===== src/rtl/lfc_pkg.sv =====
package lfc_pkg;
  localparam int unsigned WORD_W      = 32;
  localparam int unsigned KEY_W       = 16;
  localparam logic [KEY_W-1:0] UNLOCK_KEY = 16'h16AA;
  localparam logic [WORD_W-1:0] RESET_WORD = 32'h0000_4010;

  localparam int unsigned B_LO_SRC   = 0;
  localparam int unsigned B_TMR_SRC  = 1;
  localparam int unsigned B_DRV_LO   = 2;
  localparam int unsigned B_DRV_HI   = 3;
  localparam int unsigned B_XTAL_EN  = 4;
  localparam int unsigned B_DAY_BSY  = 7;
  localparam int unsigned B_HMS_BSY  = 8;
  localparam int unsigned B_FB_ARM   = 14;
  localparam int unsigned B_FB_OFF_N = 15;

  localparam int unsigned N_BUSY     = 2;
  localparam int unsigned IDX_DAY    = 0;
  localparam int unsigned IDX_HMS    = 1;

  typedef struct packed {
    logic       fb_off;
    logic       fb_arm;
    logic       xtal_en;
    logic [1:0] drive;
    logic       tmr_src;
    logic       lo_src;
  } ctrl_fields_t;
endpackage


===== src/rtl/lfc_loss_detect.sv =====
module lfc_loss_detect #(
  parameter int unsigned TIMEOUT     = 256,
  parameter int unsigned SYNC_STAGES = 2
) (
  input  logic clk,
  input  logic rst,
  input  logic clk_in,
  output logic lost
);
  localparam int unsigned CNT_W = $clog2(TIMEOUT + 1);
  localparam logic [CNT_W-1:0] LIMIT = CNT_W'(TIMEOUT);

  logic [SYNC_STAGES:0] shift_q;
  logic [CNT_W-1:0]     quiet_q;
  logic                 rise;
  logic                 lost_q;

  // last stage is the delayed copy used for edge detection
  assign rise = shift_q[SYNC_STAGES-1] & ~shift_q[SYNC_STAGES];

  always_ff @(posedge clk) begin
    if (rst) begin
      shift_q <= '0;
      quiet_q <= '0;
      lost_q  <= 1'b0;
    end else begin
      shift_q <= {shift_q[SYNC_STAGES-1:0], clk_in};
      if (rise) begin
        quiet_q <= '0;
        lost_q  <= 1'b0;
      end else if (quiet_q != LIMIT) begin
        quiet_q <= quiet_q + 1'b1;
        lost_q  <= (quiet_q == LIMIT - 1'b1);
      end
    end
  end

  assign lost = lost_q;
endmodule


===== src/rtl/lfc_busy_flag.sv =====
module lfc_busy_flag (
  input  logic clk,
  input  logic rst,
  input  logic req,
  input  logic tick,
  output logic busy
);
  logic busy_q;

  // a new request outranks the tick in the same cycle
  always_ff @(posedge clk) begin
    if (rst)       busy_q <= 1'b0;
    else if (req)  busy_q <= 1'b1;
    else if (tick) busy_q <= 1'b0;
  end

  assign busy = busy_q;
endmodule


===== src/rtl/lfc_ctrl_reg.sv =====
module lfc_ctrl_reg
  import lfc_pkg::*;
(
  input  logic              clk,
  input  logic              rst,
  input  logic              wr_en,
  input  logic [WORD_W-1:0] wr_data,
  input  logic              lost,
  output ctrl_fields_t      fields
);
  ctrl_fields_t f_q;
  logic         key_ok;
  logic         hw_clear;

  assign key_ok   = (wr_data[WORD_W-1 -: KEY_W] == UNLOCK_KEY);
  assign hw_clear = lost & f_q.fb_arm & ~f_q.fb_off;

  always_ff @(posedge clk) begin
    if (rst) begin
      f_q.lo_src  <= RESET_WORD[B_LO_SRC];
      f_q.tmr_src <= RESET_WORD[B_TMR_SRC];
      f_q.drive   <= RESET_WORD[B_DRV_HI:B_DRV_LO];
      f_q.xtal_en <= RESET_WORD[B_XTAL_EN];
      f_q.fb_arm  <= RESET_WORD[B_FB_ARM];
      f_q.fb_off  <= RESET_WORD[B_FB_OFF_N];
    end else begin
      if (wr_en) begin
        f_q.drive   <= wr_data[B_DRV_HI:B_DRV_LO];
        f_q.xtal_en <= wr_data[B_XTAL_EN];
        f_q.fb_arm  <= wr_data[B_FB_ARM];
        f_q.fb_off  <= wr_data[B_FB_OFF_N];
        if (key_ok) f_q.tmr_src <= wr_data[B_TMR_SRC];
      end
      if (hw_clear)
        f_q.lo_src <= 1'b0;
      else if (wr_en && key_ok)
        f_q.lo_src <= wr_data[B_LO_SRC];
    end
  end

  assign fields = f_q;
endmodule


===== src/rtl/lfclk_ctrl.sv =====
module lfclk_ctrl
  import lfc_pkg::*;
#(
  parameter int unsigned LOSS_TIMEOUT = 256,
  parameter int unsigned SYNC_STAGES  = 2
) (
  input  logic        clk,
  input  logic        rst,
  input  logic        wr_en,
  input  logic [31:0] wr_data,
  output logic [31:0] rd_data,
  input  logic        ext_clk_in,
  input  logic        day_wr,
  input  logic        hms_wr,
  input  logic        sec_tick,
  output logic        lo_src_ext,
  output logic        tmr_src_div,
  output logic [1:0]  xtal_drive,
  output logic        xtal_en,
  output logic        ext_lost
);
  ctrl_fields_t     fields;
  logic [N_BUSY-1:0] busy_req;
  logic [N_BUSY-1:0] busy;
  logic              lost;

  lfc_loss_detect #(
    .TIMEOUT     (LOSS_TIMEOUT),
    .SYNC_STAGES (SYNC_STAGES)
  ) u_loss (
    .clk    (clk),
    .rst    (rst),
    .clk_in (ext_clk_in),
    .lost   (lost)
  );

  lfc_ctrl_reg u_reg (
    .clk     (clk),
    .rst     (rst),
    .wr_en   (wr_en),
    .wr_data (wr_data),
    .lost    (lost),
    .fields  (fields)
  );

  assign busy_req[IDX_DAY] = day_wr;
  assign busy_req[IDX_HMS] = hms_wr;

  for (genvar g = 0; g < N_BUSY; g++) begin : g_busy
    lfc_busy_flag u_flag (
      .clk  (clk),
      .rst  (rst),
      .req  (busy_req[g]),
      .tick (sec_tick),
      .busy (busy[g])
    );
  end

  always_comb begin
    rd_data                       = '0;
    rd_data[B_LO_SRC]             = fields.lo_src;
    rd_data[B_TMR_SRC]            = fields.tmr_src;
    rd_data[B_DRV_HI:B_DRV_LO]    = fields.drive;
    rd_data[B_XTAL_EN]            = fields.xtal_en;
    rd_data[B_DAY_BSY]            = busy[IDX_DAY];
    rd_data[B_HMS_BSY]            = busy[IDX_HMS];
    rd_data[B_FB_ARM]             = fields.fb_arm;
    rd_data[B_FB_OFF_N]           = fields.fb_off;
  end

  assign lo_src_ext  = fields.lo_src;
  assign tmr_src_div = fields.tmr_src;
  assign xtal_drive  = fields.drive;
  assign xtal_en     = fields.xtal_en;
  assign ext_lost    = lost;
endmodule


===== config.mk =====
export PLATFORM = sky130hd
export DESIGN_NAME = lfclk_ctrl
export DESIGN_NICKNAME = d
export VERILOG_FILES = /design/src/rtl/lfc_pkg.sv /design/src/rtl/lfc_loss_detect.sv /design/src/rtl/lfc_busy_flag.sv /design/src/rtl/lfc_ctrl_reg.sv /design/src/rtl/lfclk_ctrl.sv
export SDC_FILE = /design/constraint.sdc
export NUM_CORES = 1
export LEC_CHECK = 0
export CORE_AREA = 2 2 72 74
export CTS_BUF_LIST = sky130_fd_sc_hd__clkbuf_4
export DETAILED_ROUTE_END_ITERATION = 12
export DIE_AREA = 0 0 74 76
export GPL_ROUTABILITY_DRIVEN = 0
export PLACE_DENSITY = 0.56
export SLEW_MARGIN = 20
export SYNTH_ARGS = -nofsm -noshare
export SYNTH_HDL_FRONTEND = slang
export SYNTH_SLANG_ARGS = --single-unit

===== constraint.sdc =====
create_clock -name clk -period 2.7 [get_ports clk]
set_input_delay 0.54 -clock clk [delete_from_list [all_inputs] [get_ports clk]]
set_output_delay 0.54 -clock clk [all_outputs]
set_load 0.02 [all_outputs]

==> summary.txt <==
Synth
  – Cells after Synth: 128
  – Area fraction of the dominant cell type after synthesis: 37.89%
  – Xor and xnor area share after synthesis: 4.521%
  – Synth Register Bits: 22
  – Area leader, netlist: dfxtp_1
  – Mux contribution to synthesized area: 4.306%
  – Syn Std Cell Area: 1162 sq um
  – Sequential share of the synthesized area: 37.89%
  – Post-synthesis compound-gate area fraction: 5.274%
  – Adder-cell share of the synthesized area: 3.229%
  – Simple-gate area share of the yosys netlist: 21.85%
  – Syn_area_per_cell: 9.081 sq um
  – Most area-consuming cells after synthesis: dfxtp_1 38%, buf_4 20%, mux2i_1 4.3%
  – Synth cell types: 25
  – Syn. warnings: 0
  – Main combinational cell family by area after synthesis: buffers and inverters

Setup path
  – CP Class: in2reg
  – Data required time of the worst path: 2.94 ns
  – Max stage delay cell, worst path: clkdlybuf4s50_1
  – CP max FO: 8
  – Crit path largest cell delay: 0.66 ns
  – WP data arrival: 2.12 ns
  – Critical-path cell list: clkdlybuf4s50_1, and4bb_1, nand4_1, nor4b_4, mux2i_1
  – CP Capture Type: flip-flop
  – Crit start category: input port

Floorplan
  – Die extent in x: 74 um
  – Die ar.: 5624 sq um
  – Core Footprint: 4912 sq um
  – Ports: 77
  – Starting Density: 23.66%
  – # rows: 26
  – Die Y: 76 um

Routing
  – DRT Pass-1 Iters: 4
  – Initial DRC Count: 24
  – Final wirelength: 2.129 mm
  – Total number of vias: 869
  – Wire length per cell: 9.060 um
  – DRC: 0
  – Post-DRT Antenna Nets: 0
  – Via/cell ratio: 3.698

Timing
  – Setup violators final: 0
  – Slew HR: 65.68%
  – RSZ-0062 raised after global routing: false
  – Endpoints failing hold: 0
  – Hold WS: 0.4538 ns
  – Fmax: 530.2 MHz
  – Setup tns final: 0 ns
  – Period utilisation layout: 69.85%
  – Worst-Margin Slew: 0.5076 ns
  – Pins Over Slew Limit: 0
  – Clock Skews: 0.001291 ns
  – Final min period: 1.886 ns

GRT
  – Gr ovfl total: 0
  – Initial antenna violation count: 0
  – First-pass GRT wire length: 3.367 mm
  – Total track usage: 7.430%
  – Vias in the first global route: 812
  – Largest net degree at the start of global routing: 15

Cells and area
  – Antenna Diode Count: 0
  – Layout cells sized above 1: 2.424%
  – Most frequent cells in the layout: 44 x clkdlybuf4s50_1, 23 x conb_1, 22 x dfxtp_1
  – Area grow syn2layout: 34.12%
  – Final Cell Area: 1559 sq um
  – Layout net count: 208
  – Final core occ: 31.74%
  – Commonest non-fill, non-tap cell in the layout: clkdlybuf4s50_1

Placement
  – DPL Wire Length: 1.729 mm
  – IO buf count: 44
  – DP Area: 1533 sq um

Power and ir drop
  – Pwr dens: 407.5 nW/um^2
  – Tot Pwr: 635.3 uW
  – Leakage power: 0.0006290 uW
  – Peak supply drop: 0.1519 mV

Clock tree
  – CTS resizes: 0
  – Setup Fix Bufs, Post-CTS: 0
  – CTS H-tree depth: 1
  – Clock sinks: 22
  – CTS tree: done
  – Clock Latency Late Sink: 0.30 ns
  – Total CTS buffers: 3
  – CTS root buffer: clkbuf_4
  – Cts hold-fix bufs: 0
  – Max clock buf depth: 2
  – Clk slew on worst S/H paths: 0.12 ns

Outcome
  – Run status: finished clean

Worst hold path
  – Worst Hold Class: reg2reg

Flow run
  – Max Cap Violations: 0
-- report_power, final --
part	leakage, uW	internal (uW)	switching, uW
sequential	0.000180	337	8.25
combinational	0.000434	69.2	68.5
clock	0.0000154	53.9	98.7
-- layout make-up --
type	instances	area [sq um]
tap	70	87.58
timing repair buffer	44	440.4
multi-input combinational	89	541.8
inverter	6	22.52
sequential	22	440.4
clock buffer	3	22.52
fill	527	3353
clock inverter	1	3.754
-- cells by family (layout without fill, tap and decap cells) --
| kind of cell | Yosys count | in the layout |
|---|---|---|
| mux | 5 | 5 |
| simple gates | 42 | 42 |
| fa+ha+maj | 3 | 3 |
| buf+inv | 39 | 54 |
| xor+xnor | 6 | 6 |
| compound gates | 10 | 10 |
| other cells | 1 | 23 |
| flops | 22 | 22 |
-- critical path: cells and delay by family --
family                 cells  cell delay [ns]
and+or+nand+nor            3             0.70
muxes                      1             0.22
buffers and inverters      1             0.66
-- path summary, 6_finish.rpt --
path | from | to | slack [ns] | depth (start not counted)
worst max-delay path | wr_en | u_reg.fields[1] | 0.81 | 5
worst min-delay path | u_loss.shift_q[0] | u_loss.shift_q[1] | 0.45 | 1
worst max register to register | u_loss.quiet_q[0] | u_loss.quiet_q[0] | 1.09 | 6
worst min register to register | u_loss.shift_q[0] | u_loss.shift_q[1] | 0.45 | 1
-- synthesized netlist by cell type --
cell type / instances
nor2_1: 11
a31oi_1: 1
a21oi_1: 6
nor4b_1: 2
nor2b_1: 6
nand4_1: 1
inv_1: 6
ha_1: 3
buf_4: 31
xnor2_1: 3
and3_1: 4
conb_1: 1
xor2_1: 3
a211o_1: 2
mux2i_1: 5
nand3_1: 5
nand3b_1: 1
nor4b_4: 1
clkbuf_1: 2
dfxtp_1: 22
nor4bb_1: 2
and4bb_1: 1
nand2_1: 5
a21o_1: 1
nand2b_1: 3
-- layer usage --
layer / track usage [%] / part of all wire (%)
met5: 0 / 0
met4: 3.818 / 1.6
met3: 1.720 / 9.1
met2: 11.96 / 46
met1: 9.024 / 44
-- sequential cells by signal (all words and copies together), names as in the netlist --
| signal | cells |
|---|---|
| u_loss.shift_q | 3 |
| u_reg.fields | 7 |
| u_loss.lost | 1 |
| g_busy.u_flag.busy | 2 |
| u_loss.quiet_q | 9 |
-- through the flow --
stage                     instances  worst slack, ns
final                           235           0.8139
after global routing            235           0.7013
after CTS                       235           0.7749
after detailed placement        231           0.4477
after global placement          231           0.4820
after floorplan                 150            1.173
(Power assumes the default switching activity.)
